<file path="src/rtl/wseq_pkg.sv">
package wseq_pkg;
  // size codes whose meaning the control and datapath share
  localparam logic [2:0] SZ_WORD  = 3'd0;
  localparam logic [2:0] SZ_DWORD = 3'd1;
  localparam logic [2:0] SZ_BURST = 3'd2;  // first burst code

  typedef enum logic [1:0] {
    ST_IDLE  = 2'd0,
    ST_ADDR  = 2'd1,
    ST_PUSH  = 2'd2,
    ST_DRAIN = 2'd3
  } seqState_t;

  // strobes from control to datapath
  typedef struct packed {
    logic load;  // capture command
    logic take;  // accept one user beat
  } seqCtrl_t;
endpackage

</file>
<file path="src/rtl/wseq_datapath.sv">
module wseq_datapath
  import wseq_pkg::*;
#(
  parameter int ADDR_W   = 32,
  parameter int DATA_W   = 64,
  parameter int MAX_PUSH = 32
) (
  input  logic                clk,
  input  logic                rst,
  input  seqCtrl_t            ctrl,
  input  logic [ADDR_W-1:0]   cmdAddr,
  input  logic [2:0]          cmdSize,
  input  logic                cmdRead,
  input  logic                cmdSwap,
  input  logic [DATA_W-1:0]   dataWord,
  input  logic [DATA_W/8-1:0] dataBe,
  output logic [ADDR_W-1:0]   reqAddr,
  output logic [2:0]          reqSize,
  output logic                reqRead,
  output logic                isBurst,
  output logic                lastBeat,
  output logic                pushStb,
  output logic [DATA_W-1:0]   pushData,
  output logic [DATA_W/8-1:0] pushBe
);
  localparam int BE_W     = DATA_W / 8;
  localparam int LANES    = DATA_W / 32;
  localparam int CNT_W    = $clog2(MAX_PUSH) + 1;
  localparam int TOP_CODE = $clog2(MAX_PUSH) + 1;

  logic [ADDR_W-1:0] regAddr;
  logic [2:0]        regSize;
  logic              regRead, regSwap;
  logic [CNT_W-1:0]  beatsLeft;
  logic [DATA_W-1:0] swData, selData;
  logic [BE_W-1:0]   swBe, selBe, halfMask;

  function automatic logic [CNT_W-1:0] pushCount(input logic [2:0] sz);
    logic [2:0] sh;
    if (sz < SZ_BURST) return CNT_W'(1);
    sh = (sz >= 3'(TOP_CODE)) ? 3'(TOP_CODE - 1) : sz - 3'd1;
    return CNT_W'(1) << sh;
  endfunction

  // byte reversal inside every 32-bit lane
  for (genvar l = 0; l < LANES; l++) begin : g_lane
    for (genvar b = 0; b < 4; b++) begin : g_byte
      assign swData[l*32 + b*8 +: 8] = dataWord[l*32 + (3-b)*8 +: 8];
      assign swBe[l*4 + b]           = dataBe[l*4 + 3 - b];
    end
  end

  always_comb begin
    selData  = regSwap ? swData : dataWord;
    selBe    = regSwap ? swBe   : dataBe;
    halfMask = '1;
    if (regSize == SZ_WORD)
      halfMask = {{(BE_W/2){regAddr[2]}}, {(BE_W/2){~regAddr[2]}}};
  end

  always_ff @(posedge clk) begin
    if (rst) begin
      regAddr   <= '0;
      regSize   <= '0;
      regRead   <= 1'b0;
      regSwap   <= 1'b0;
      beatsLeft <= '0;
      pushStb   <= 1'b0;
      pushData  <= '0;
      pushBe    <= '0;
    end else begin
      pushStb <= ctrl.take;
      if (ctrl.load) begin
        regAddr   <= cmdAddr;
        regSize   <= cmdSize;
        regRead   <= cmdRead;
        regSwap   <= cmdSwap;
        beatsLeft <= cmdRead ? '0 : pushCount(cmdSize);
      end
      if (ctrl.take) begin
        beatsLeft <= beatsLeft - CNT_W'(1);
        pushData  <= selData;
        pushBe    <= selBe & halfMask;
      end
    end
  end

  assign reqAddr  = regAddr;
  assign reqSize  = regSize;
  assign reqRead  = regRead;
  assign isBurst  = !regRead && (regSize >= SZ_BURST);
  assign lastBeat = (beatsLeft == CNT_W'(1));

  // a beat is only taken while one is still owed
  p_take_owed_r6: assert property (@(posedge clk) disable iff (rst)
    ctrl.take |-> beatsLeft != '0);
  // a taken beat appears as a push on the next cycle
  p_take_pushes_r6: assert property (@(posedge clk) disable iff (rst)
    ctrl.take |=> pushStb);
endmodule

</file>
<file path="src/rtl/wseq_control.sv">
module wseq_control
  import wseq_pkg::*;
(
  input  logic       clk,
  input  logic       rst,
  input  logic       cmdValid,
  input  logic [2:0] cmdSize,
  input  logic       cmdRead,
  input  logic       dataValid,
  input  logic       addrAck,
  input  logic       isRead,
  input  logic       isBurst,
  input  logic       lastBeat,
  output seqCtrl_t   ctrl,
  output logic       addrReq,
  output logic       dataReady,
  output logic       busy,
  output logic       done
);
  seqState_t stateQ, stateD;
  logic      doneQ, doneD;
  logic      cmdBurst;

  assign cmdBurst = !cmdRead && (cmdSize >= SZ_BURST);

  always_comb begin
    stateD = stateQ;
    doneD  = 1'b0;
    ctrl   = '0;
    case (stateQ)
      ST_IDLE: if (cmdValid) begin
        ctrl.load = 1'b1;
        stateD    = cmdBurst ? ST_PUSH : ST_ADDR;
      end
      ST_ADDR: if (addrAck) begin
        if (isRead || isBurst) begin
          stateD = ST_IDLE;
          doneD  = 1'b1;
        end else begin
          stateD = ST_PUSH;
        end
      end
      ST_PUSH: if (dataValid) begin
        ctrl.take = 1'b1;
        if (lastBeat) begin
          if (isBurst) begin
            stateD = ST_DRAIN;
          end else begin
            stateD = ST_IDLE;
            doneD  = 1'b1;
          end
        end
      end
      default: stateD = ST_ADDR;  // drain: let the last push leave first
    endcase
  end

  always_ff @(posedge clk) begin
    if (rst) begin
      stateQ <= ST_IDLE;
      doneQ  <= 1'b0;
    end else begin
      stateQ <= stateD;
      doneQ  <= doneD;
    end
  end

  assign addrReq   = (stateQ == ST_ADDR);
  assign dataReady = (stateQ == ST_PUSH);
  assign busy      = (stateQ != ST_IDLE);
  assign done      = doneQ;

  p_reset_quiet_r1: assert property (@(posedge clk) disable iff (rst)
    $past(rst) |-> !addrReq && !busy && !done);
  p_req_hold_r5: assert property (@(posedge clk) disable iff (rst)
    addrReq && !addrAck |=> addrReq);
  p_req_drop_r5: assert property (@(posedge clk) disable iff (rst)
    addrReq && addrAck |=> !addrReq);
  p_done_idle_r10: assert property (@(posedge clk) disable iff (rst)
    done |-> !busy);
  p_busy_fall_r10: assert property (@(posedge clk) disable iff (rst)
    $fell(busy) |-> done);
  p_ignore_busy_r9: assert property (@(posedge clk) disable iff (rst)
    busy && cmdValid |-> !ctrl.load);
endmodule

</file>
<file path="src/rtl/wr_port_sequencer.sv">
module wr_port_sequencer
  import wseq_pkg::*;
#(
  parameter int ADDR_W   = 32,
  parameter int DATA_W   = 64,
  parameter int MAX_PUSH = 32
) (
  input  logic                clk,
  input  logic                rst,
  input  logic                cmdValid,
  input  logic [ADDR_W-1:0]   cmdAddr,
  input  logic [2:0]          cmdSize,
  input  logic                cmdRead,
  input  logic                cmdSwap,
  output logic                busy,
  output logic                done,
  input  logic                dataValid,
  input  logic [DATA_W-1:0]   dataWord,
  input  logic [DATA_W/8-1:0] dataBe,
  output logic                dataReady,
  output logic                addrReq,
  input  logic                addrAck,
  output logic [ADDR_W-1:0]   reqAddr,
  output logic [2:0]          reqSize,
  output logic                reqRead,
  output logic                pushStb,
  output logic [DATA_W-1:0]   pushData,
  output logic [DATA_W/8-1:0] pushBe
);
  seqCtrl_t ctrl;
  logic     isBurst, lastBeat;

  wseq_control u_ctrl (
    .clk(clk), .rst(rst), .cmdValid(cmdValid), .cmdSize(cmdSize),
    .cmdRead(cmdRead), .dataValid(dataValid), .addrAck(addrAck),
    .isRead(reqRead), .isBurst(isBurst), .lastBeat(lastBeat),
    .ctrl(ctrl), .addrReq(addrReq), .dataReady(dataReady),
    .busy(busy), .done(done)
  );

  wseq_datapath #(.ADDR_W(ADDR_W), .DATA_W(DATA_W), .MAX_PUSH(MAX_PUSH)) u_dp (
    .clk(clk), .rst(rst), .ctrl(ctrl), .cmdAddr(cmdAddr),
    .cmdSize(cmdSize), .cmdRead(cmdRead), .cmdSwap(cmdSwap),
    .dataWord(dataWord), .dataBe(dataBe), .reqAddr(reqAddr),
    .reqSize(reqSize), .reqRead(reqRead), .isBurst(isBurst),
    .lastBeat(lastBeat), .pushStb(pushStb), .pushData(pushData),
    .pushBe(pushBe)
  );

  p_no_push_in_req_r11: assert property (@(posedge clk) disable iff (rst)
    pushStb |-> !addrReq);
  p_req_stable_r5: assert property (@(posedge clk) disable iff (rst)
    addrReq && $past(addrReq) |-> $stable(reqAddr) && $stable(reqSize) && $stable(reqRead));
  p_read_no_push_r2: assert property (@(posedge clk) disable iff (rst)
    busy && reqRead |-> !pushStb && !dataReady);
  p_push_not_on_ack_r3: assert property (@(posedge clk) disable iff (rst)
    addrAck && addrReq |-> !pushStb);
endmodule

</file>
<file path="config.mk">
export PLATFORM = sky130hd
export DESIGN_NAME = wr_port_sequencer
export DESIGN_NICKNAME = d
export VERILOG_FILES = /design/src/rtl/wseq_pkg.sv /design/src/rtl/wseq_datapath.sv /design/src/rtl/wseq_control.sv /design/src/rtl/wr_port_sequencer.sv
export SDC_FILE = /design/constraint.sdc
export NUM_CORES = 1
export LEC_CHECK = 0
export BUFFER_PORTS_ARGS = -buffer_cell sky130_fd_sc_hd__buf_2
export CAP_MARGIN = 25
export CORE_ASPECT_RATIO = 0.6
export CORE_MARGIN = 3
export CORE_UTILIZATION = 35
export DETAILED_ROUTE_END_ITERATION = 8
export PLACE_DENSITY = 0.71
export SKIP_CTS_REPAIR_TIMING = 1
export SYNTH_ARGS = -nofsm -noshare
export SYNTH_HDL_FRONTEND = slang
export SYNTH_HIERARCHICAL = 1
export SYNTH_SLANG_ARGS = --single-unit
</file>
<file path="constraint.sdc">
create_clock -name clk -period 1.7 [get_ports clk]
set_input_delay 0.255 -clock clk [delete_from_list [all_inputs] [get_ports clk]]
set_output_delay 0.255 -clock clk [all_outputs]
set_load 0.01 [all_outputs]
</file>
==> impl_results.md, run 1 <==
- Hold-critical path depth: 3
- Critical path's slowest cell: or4b_1
- Post-synth ARST share: 0%
- Cell depth of the worst flop-to-flop path: 6
- Post-route DRC violation count: 0
- Placement Setup Slack: -0.00504 ns
- Reg2reg end: u_dp/beatsLeft[0]
- Post-synth EDFFs: 0
- 1st-iter DRT viols: 193
- Antenna diodes: 0
- Synth Flop Type: dfxtp_1
- Leak pwr: 3.33 nW
- Syn Inst Count: 542
- TritonCTS clock tree: done
- Final wirelength: 14500 microns
- Starting density of the core: 36.6%
- Syn Area/Cell: 10.0 sq um
- Slew @ Worst Pin: 0.583 ns
- Max Slew Vio Count: 0
- Drt pass-1 iters: 4
- Startpoint Class: flop
- Core area: 14800 sq um
- Worst skew pair latency: 0.41 ns
- Largest net degree at the start of global routing: 69
- Power per cell area: 1470 nW/um^2
- Gpl congestion: 0.837
- Dpl cell area: 6800 sq um
- Fmax: 0.610 GHz
- Share of cells above drive strength 1: 39.2%
- CP Cell Sequence: inv_1 -> ha_2 -> and2_4 -> or4b_1 -> o221ai_1 -> o21a_1
- CP max stage delay: 0.47 ns
- H-tree Lvls: 4
- Final setup vio count: 0
- CP delay by family, top: simple AND/OR/NAND/NOR gates
- Die Y-Extent: 102 microns
- Port Buffers: 226
- IO Pins: 227
- Crit-path max FO: 10
- Hold Fails Final Rpt: 0
- Hold_sp: cmdAddr[23]
- Clk_skew: 0.00992 ns
- Root buffer cell: clkbuf_16
- RSZ-0062 raised after global routing: no
- Overflow after GRT: 0
- Routed via count: 4785
- Vias/cell: 4.84
- Final WS setup: 0.0594 ns
- Syn Nets: 667
- First-pass GRT wire length: 22500 microns
- Most common cell after layout, fill and taps aside: buf_2
- Clk pin slew, worst setup/hold paths: 0.06 ns
- Clk buf depth: 2
- Max-Cap Viols: 0
- DR WL/cell: 14.6 microns
- CTS Buf Count: 17
- VDD IR max: 0.595 mV
- Worst Path Arrival: 1.99 ns
- Register area share after synthesis: 43.9%
- Initial antenna violation count: 0
- Post-DRT Antenna Nets: 0
- Fin nets: 902
- Die area: 17100 sq um
- Synthesized flop and latch total: 119
- CP required: 2.05 ns
- CP Capture Type: flop
- Most frequent cells in the layout: buf_2 (225), dfxtp_1 (115), mux2i_1 (110)
- Hold endpoint: u_dp/reqAddr[23]
- Crit Reg-Reg Startpoint: u_ctrl/stateQ[1]
- Post-layout instance area: 7430 sq um
- CP Buf/Inv Count: 1
- Outcome: finished clean
- Vias in the first global route: 4447
- GRT Total Usage: 16.2%
- Synth Warn #: 6
- Syn-to-layout area delta: 36.8%
- Synth cell types: 51
- Crit path time final: 1.64 ns
- Power Total: 0.0109 W
- Max_slew headroom: 60.7%
- Mapped Area: 5430 sq um
- Hold Crit Class: input port to flop
- Final Cycle Share: 96.5%
- Clock Sinks: 119
- Post-DP HPWL: 10500 microns
- Die Wd: 167 microns
- Crit path kind: flop to flop
- Row Count: 34
- Hold Slack: 0.0792 ns
- Reg2Reg Setup Slack: 0.06 ns
[worst max-delay path by stage]
stage          slack [ns]           endpoint         startpoint  cells past startpoint
5_1_grt             0.005   u_ctrl/stateQ[0]  u_dp/beatsLeft[1]                      6
6_report             0.06  u_dp/beatsLeft[0]   u_ctrl/stateQ[1]                      6
3_3_place_gp         0.02   u_ctrl/stateQ[0]   u_ctrl/stateQ[1]                      5
3_5_place_dp       -0.005   u_ctrl/stateQ[0]   u_ctrl/stateQ[1]                      5
4_1_cts             -0.06               busy   u_ctrl/stateQ[1]                      5
2_1_floorplan        0.04   u_ctrl/stateQ[0]   u_ctrl/stateQ[0]                      5
[cell usage after synthesis (all sizes together), types with 2 or more instances]
| library cell | number | area share (%) |
|---|---|---|
| buf | 31 | 5.0 |
| and3b | 2 | 0.32 |
| nor2 | 108 | 7.5 |
| dfxtp | 119 | 44 |
| ha | 11 | 2.5 |
| o21ai | 12 | 1.1 |
| nand3b | 2 | 0.28 |
| mux2i | 110 | 20 |
| and2 | 2 | 0.25 |
| nor2b | 9 | 1.2 |
| clkbuf | 10 | 0.69 |
| nand2 | 12 | 0.83 |
| a311oi | 2 | 0.32 |
| o22ai | 2 | 0.23 |
| nor3b | 3 | 0.51 |
| a211oi | 65 | 9.0 |
| o41ai | 5 | 1.2 |
| nand2b | 2 | 0.23 |
| or4b | 2 | 0.37 |
| inv | 9 | 0.62 |
| a21oi | 4 | 0.37 |
[tightest hold or removal path, stage by stage]
cell     delay, ns
buf_2         0.07
mux2i_1       0.05
nor2_1        0.07
[through the flow]
stage	setup TNS [ns]	instances	utilization, %
after global placement	0	954	45.8
after CTS	-0.0789	986	49.8
after floorplan	0	542	-
after global routing	0	988	50.0
after detailed placement	-0.00504	954	45.8
final	0	988	50.0
[area by class of cell]
cell class | instances | area, sq um
repair buffers | 257 | 1450
inverters | 9 | 33.8
flip-flops and latches | 119 | 2390
clock buffers | 17 | 425
well taps | 198 | 248
clock inverters | 15 | 168
fillers | 1366 | 7420
multi-input cells | 373 | 2720
[routing by layer]
metal  wire length [microns]  GRT usage [%]
met1                    7030           22.1
met2                    6170           23.8
met3                    1150           6.69
met4                     100           4.25
met5                       0              0
[flip-flops by register name, summed over array words and instances (netlist names)]
signal          flops
u_ctrl/stateQ       2
u_dp/reqSize        3
u_ctrl/done         1
u_dp/pushStb        1
u_dp/reqAddr       32
u_dp/reqRead        1
u_dp/pushData      64
u_dp/pushBe         8
u_dp/beatsLeft      6
u_dp/regSwap        1
[where the power goes]
| group | switching [W] | total [W] | internal [W] |
|---|---|---|---|
| Sequential | 0.000325 | 0.00367 | 0.00334 |
| Combinational | 0.00189 | 0.00361 | 0.00171 |
| Clock | 0.00142 | 0.00361 | 0.00219 |
| Total | 0.00364 | 0.0109 | 0.00725 |
[kinds of logic after synthesis]
logic type | Yosys count | share of synthesized area, %
AND/OR/NAND/NOR | 149 | 12.6
flip-flops | 119 | 43.9
multiplexers | 111 | 20.5
AO/OA/AOI/OAI | 101 | 14.0
buffers and inverters | 50 | 6.36
adder cells (fa/ha/maj) | 11 | 2.54
XOR/XNOR | 1 | 0.161
Power figures use the tool's default switching activity.
==> run 2, diff against run 1 <==
CORE_UTILIZATION = 44   (was 35)
PLACE_DENSITY = 0.84   (was 0.71)
==> impl_results.md, run 2 (synthesis results as in run 1) <==
- Largest register FFs: 64 (unchanged)
- CP delay by family, top: simple AND/OR/NAND/NOR gates
- Largest register by flop count: u_dp/pushData
- Final WS setup: 0.0601 ns (+0.000665 ns)
- CP required: 2.00 ns (-0.05 ns)
- Hold Fails Final Rpt: 0 (unchanged)
- Vias in the first global route: 4432 (-0.34%)
- Largest net degree at the start of global routing: 63 (-8.7%)
- First-pass GRT wire length: 22000 microns (-2.4%)
- CP max stage delay: 0.33 ns (-0.14 ns)
- Crit-path max FO: 7 (-3)
- IO Pins: 227 (unchanged)
- Clk buf depth: 2 (unchanged)
- Hold Crit Class: input port to flop
- Dpl cell area: 6730 sq um (-0.96%)
- Routed via count: 4780 (-0.10%)
- Final wirelength: 14400 microns (-0.72%)
- Clk pin slew, worst setup/hold paths: 0.06 ns (about the same)
- Drt pass-1 iters: 4 (unchanged)
- CTS Buf Count: 17 (unchanged)
- Gpl congestion: 0.891 (+6.5%)
- Startpoint Class: flop
- Hold-critical path depth: 3 (unchanged)
- Die Y-Extent: 92.0 microns (-10%)
- Root buffer cell: clkbuf_16
- Die area: 13800 sq um (-20%)
- Max Slew Vio Count: 0 (unchanged)
- Most common cell after layout, fill and taps aside: buf_2
- Cells after DPL: 912 (-4.4%)
- Post-route DRC violation count: 0 (unchanged)
- Leak pwr: 3.37 nW (+1.3%)
- Crit path time final: 1.64 ns (-0.000665 ns)
- Fin cells: 950 (-3.8%)
- Sw Ratio: 31.6% (-1.8 points)
- Worst skew pair latency: 0.39 ns (-0.02 ns)
- Post-DRT Antenna Nets: 0 (unchanged)
- DR WL/cell: 15.1 microns (+3.3%)
- 1st-iter DRT viols: 209 (+8.3%)
- Cell depth of the worst flop-to-flop path: 7 (+1)
- GRT Total Usage: 19.6% (+3.4 points)
- Fin nets: 902 (unchanged)
- Share of cells above drive strength 1: 39.5% (+0.25 points)
- Clk_skew: 0.0101 ns (+0.000159 ns)
- Antenna diodes: 0 (unchanged)
- Vias/cell: 5.03 (+3.9%)
- Sequential share of power: 32.4% (-1.3 points)
- Post-layout instance area: 7490 sq um (+0.89%)
- Gr busiest metal: met2
- Final setup vio count: 0 (unchanged)
- Combinational share of power: 32.6% (-0.5 points)
- Worst Path Arrival: 1.94 ns (-0.05 ns)
- Power per cell area: 1520 nW/um^2 (+3.4%)
- Most frequent cells in the layout: buf_2 (225), dfxtp_1 (115), mux2i_1 (110)
- Sw Pwr: 0.00359 W (-1.4%)
- Met1 usage: 26.6% (+4.5 points)
- CP Capture Type: flop
- Syn-to-layout area delta: 38.0%
- Slew @ Worst Pin: 0.512 ns (-0.0705 ns)
- TritonCTS clock tree: done
- Max-Cap Viols: 0 (unchanged)
- Port Buffers: 226 (unchanged)
- Die Wd: 149 microns (-10%)
- Crit path kind: flop to flop
- Placement Setup Slack: -0.0132 ns (-0.00813 ns)
- Met3 usage: 6.52% (-0.17 points)
- VDD IR max: 0.644 mV (+8.3%)
- Outcome: finished clean
- Overflow after GRT: 0 (unchanged)
- H-tree Lvls: 4 (unchanged)
- Max_slew headroom: 65.5% (+4.8 points)
- Clock Sinks: 119 (unchanged)
- Met2 GRT Util: 29.8% (+6.0 points)
- Starting density of the core: 46.5% (+9.9 points)
- Worst path depth: 7 (+1)
- Post-DP HPWL: 10300 microns (-1.9%)
- Critical path's slowest cell: dfxtp_2
- Fmax: 0.610 GHz (about the same)
- Final Cycle Share: 96.5% (about the same)
- Core area: 11700 sq um (-21%)
- Hold Slack: 0.0967 ns (+0.0175 ns)
- Row Count: 30 (-12%)
- CP Buf/Inv Count: 2 (+1)
- CP Cell Sequence: inv_2 -> ha_2 -> and2_4 -> buf_4 -> nor3b_2 -> o211ai_1 -> a31oi_1
- Clock power share: 35.0% (+1.8 points)
- Initial antenna violation count: 0 (unchanged)
- Internal power: 0.00777 W (+7.2%)
[run 2: changes by cell type in the layout (fill, tap and decap cells not counted), sizes merged]
cell,previous run,this run
and2,2,3
buf,257,255
bufinv,2,5
clkbuf,17,19
clkinv,6,3
clkinvlp,1,2
inv,15,13
[run 2: per-stage QoR]
stage	TNS, ns	power, W	utilization [%]
6_report	0	0.0114	64.2
5_1_grt	-0.0149	0.0120	64.2
4_1_cts	-0.247	0.0113	63.3
3_5_place_dp	-0.0132	0.00725	57.7
3_3_place_gp	0	0.00716	57.7
2_1_floorplan	0	0.00607	-
[run 2: power groups by stage]
stage | clock network [W] | logic [W] | registers [W]
after floorplan | 0 | 0.00217 | 0.00390
after global placement | 0 | 0.00347 | 0.00369
after detailed placement | 0 | 0.00355 | 0.00370
after CTS | 0.00406 | 0.00357 | 0.00366
after global routing | 0.00418 | 0.00405 | 0.00375
final | 0.00397 | 0.00371 | 0.00368
[run 2: worst paths after layout]
path	slack (ns)	to	start
max reg2reg	0.06	u_dp/beatsLeft[3]	u_ctrl/stateQ[0]
min	0.1	u_dp/reqAddr[22]	cmdAddr[22]
min reg2reg	0.44	u_dp/pushBe[4]	u_dp/pushBe[4]
max	0.06	u_dp/beatsLeft[3]	u_ctrl/stateQ[0]
[run 2: worst reg2reg max path, delay by kind of cell (launching register included)]
family	cells	cell delay, ns
AO/OA/AOI/OAI	2	0.32
adder cells (fa/ha/maj)	1	0.21
buffers and inverters	2	0.23
flip-flops	1	0.33
AND/OR/NAND/NOR	2	0.47
[run 2: metal layers]
layer | up-vias | part of all wire, %
li1 | 2429 | -
met1 | 2187 | 47
met2 | 154 | 46
met3 | 10 | 6.7
met4 | 0 | 0.78
met5 | - | 0
[run 2: layout make-up]
| cell class | count | area [sq um] |
|---|---|---|
| Fill cell | 947 | 4180 |
| Multi-Input combinational cell | 374 | 2740 |
| Sequential cell | 119 | 2390 |
| Timing Repair Buffer | 256 | 1470 |
| Clock buffer | 18 | 439 |
| Clock inverter | 14 | 220 |
| Tap cell | 160 | 200 |
| Inverter | 9 | 33.8 |
==> run 3, diff against run 2 <==
CORE_UTILIZATION = 48   (was 44)
PLACE_DENSITY = 0.87   (was 0.84)
clock period = 1.6 ns   (was 1.7 ns; I/O delays follow)
==> impl_results.md, run 3 (synthesis results as in run 1) <==
- CP required: 1.88 ns (-0.12 ns)
- Vias/cell: 5.38 (+6.9%)
- Syn-to-layout area delta: 37.3%
- Die area: 12700 sq um (-7.9%)
- Post-route DRC violation count: 0 (unchanged)
- Crit Reg-Reg Startpoint: u_ctrl/stateQ[1]
- H-tree Lvls: 4 (unchanged)
- Reg2Reg Setup Slack: -0.09 ns (-0.15 ns)
- Final wirelength: 16000 microns (+11%)
- First-pass GRT wire length: 23000 microns (+4.6%)
- Largest register by flop count: u_dp/pushData
- Max_slew headroom: 64.4% (-1.1 points)
- Final Cycle Share: 106% (+9.2 points)
- Core area: 10800 sq um (-7.7%)
- Clk pin slew, worst setup/hold paths: 0.06 ns (about the same)
- Max-Cap Viols: 0 (unchanged)
- Vias in the first global route: 4944 (+12%)
- Outcome: complete, but fails checks
- RSZ-0062 raised after global routing: yes
- Worst Path Arrival: 1.97 ns (+0.03 ns)
- GRT Total Usage: 22.6% (+3.0 points)
- Gpl congestion: 0.876 (-1.7%)
- Most common cell after layout, fill and taps aside: buf_2
- Overflow after GRT: 0 (unchanged)
- Initial antenna violation count: 0 (unchanged)
- Hold Crit Class: input port to flop
- Failing checks: negative setup slack
- Hold-critical path depth: 3 (unchanged)
- Row Count: 29 (-3.3%)
- Post-layout util: 69.2% (+5.0 points)
- Dpl cell area: 6690 sq um (-0.65%)
- Cell depth of the worst flop-to-flop path: 5 (-2)
- Starting density of the core: 50.4% (+3.9 points)
- Clk_skew: 0.00814 ns (-0.00194 ns)
- Fin nets: 902 (unchanged)
- CP Capture Type: flop
- DR WL/cell: 17.2 microns (+14%)
- Clk buf depth: 2 (unchanged)
- Placement Setup Slack: -0.145 ns (-0.132 ns)
- Largest net degree at the start of global routing: 73 (+16%)
- Drt pass-1 iters: 5 (+1)
- CTS Buf Count: 17 (unchanged)
- Startpoint Class: flop
- Final WS setup: -0.0908 ns (-0.151 ns)
- Post-DP HPWL: 10900 microns (+5.8%)
- Port Buffers: 226 (unchanged)
- Max Slew Vio Count: 0 (unchanged)
- Power per cell area: 1590 nW/um^2 (+4.8%)
- Largest register FFs: 64 (unchanged)
- Crit path time final: 1.69 ns (+0.0509 ns)
- Die Y-Extent: 88.4 microns (-4.0%)
- Reg2reg end: u_ctrl/stateQ[1]
- VDD IR max: 0.840 mV (+30%)
- Share of cells above drive strength 1: 39.7% (+0.25 points)
- Hold_sp: cmdAddr[10]
- Crit-path max FO: 4 (-3)
- Leak pwr: 3.35 nW (-0.67%)
- Clock Sinks: 119 (unchanged)
- Worst skew pair latency: 0.40 ns (about the same)
- Antenna diodes: 0 (unchanged)
- TritonCTS clock tree: done
- Final setup vio count: 2 (+2)
- Filler cells: 807 (-15%)
- Setup TNS: -0.160 ns (-0.160 ns)
- Routed via count: 4998 (+4.6%)
- 1st-iter DRT viols: 244 (+17%)
- Most frequent cells in the layout: buf_2 (224), dfxtp_1 (115), mux2i_1 (110)
- Die Wd: 143 microns (-4.1%)
- Hold endpoint: u_dp/reqAddr[10]
- Crit path kind: flop to flop
- Fmax: 0.591 GHz (-3.0%)
- Root buffer cell: clkbuf_16
- Hold Slack: 0.0703 ns (-0.0264 ns)
- Post-layout instance area: 7450 sq um (-0.52%)
- Post-DRT Antenna Nets: 0 (unchanged)
- Hold Fails Final Rpt: 0 (unchanged)
- IO Pins: 227 (unchanged)
- Slew @ Worst Pin: 0.528 ns (+0.0158 ns)
==> run 3: changes by cell type in the layout (fill, tap and decap cells not counted), sizes merged <==
cell / change
buf: -1
bufinv: -3
clkbuf: +3
inv: -3
clkinv: +4
==> run 3: area by class of cell <==
type                            instances  area (sq um)  area share (%)
Clock buffer                           20           447            5.99
Clock inverter                         12           128            1.71
Inverter                                9          38.8           0.520
Multi-Input combinational cell        374          2780            37.3
Sequential cell                       119          2390            32.1
Tap cell                              139           174            2.33
Timing Repair Buffer                  256          1490            20.0
==> run 3: worst max path at each step <==
stage | slack, ns | endpoint | start | cells after the start
2_1_floorplan | 0.004 | u_ctrl/stateQ[0] | u_ctrl/stateQ[0] | 5
3_3_place_gp | -0.02 | u_ctrl/stateQ[0] | u_ctrl/stateQ[0] | 5
3_5_place_dp | -0.15 | u_dp/beatsLeft[3] | u_ctrl/stateQ[1] | 6
4_1_cts | -0.17 | u_dp/beatsLeft[3] | u_ctrl/stateQ[1] | 6
5_1_grt | -0.11 | u_ctrl/stateQ[1] | u_ctrl/stateQ[1] | 5
6_report | -0.09 | u_ctrl/stateQ[1] | u_ctrl/stateQ[1] | 5
==> run 3: power by group <==
| group | internal [W] | switching (W) |
|---|---|---|
| Clock | 0.00233 | 0.00136 |
| Sequential | 0.00356 | 0.000389 |
| Combinational | 0.00198 | 0.00223 |
==> run 3: critical path, stage by stage, from the launching register on <==
cell and delay [ns]:
dfxtp_4 0.38, inv_2 0.08, ha_4 0.17, nor2b_4 0.13, or4_4 0.56, o41ai_2 0.25
==> run 3: metal layers <==
metal / share of wire [%] / track usage [%] / wire length (microns) / vias up
met5: 0 / 0 / 0 / -
met4: 1.7 / 9.06 / 274 / 0
met3: 8.3 / 8.10 / 1330 / 25
met2: 50 / 39.3 / 8010 / 206
met1: 40 / 25.7 / 6380 / 2365
li1: - / - / - / 2402
==> run 3: per-stage QoR <==
stage | instances | total power (W)
floorplan | 542 | 0.00646
global placement | 890 | 0.00752
detailed placement | 890 | 0.00775
CTS | 922 | 0.0115
global route | 929 | 0.0124
finish | 929 | 0.0118
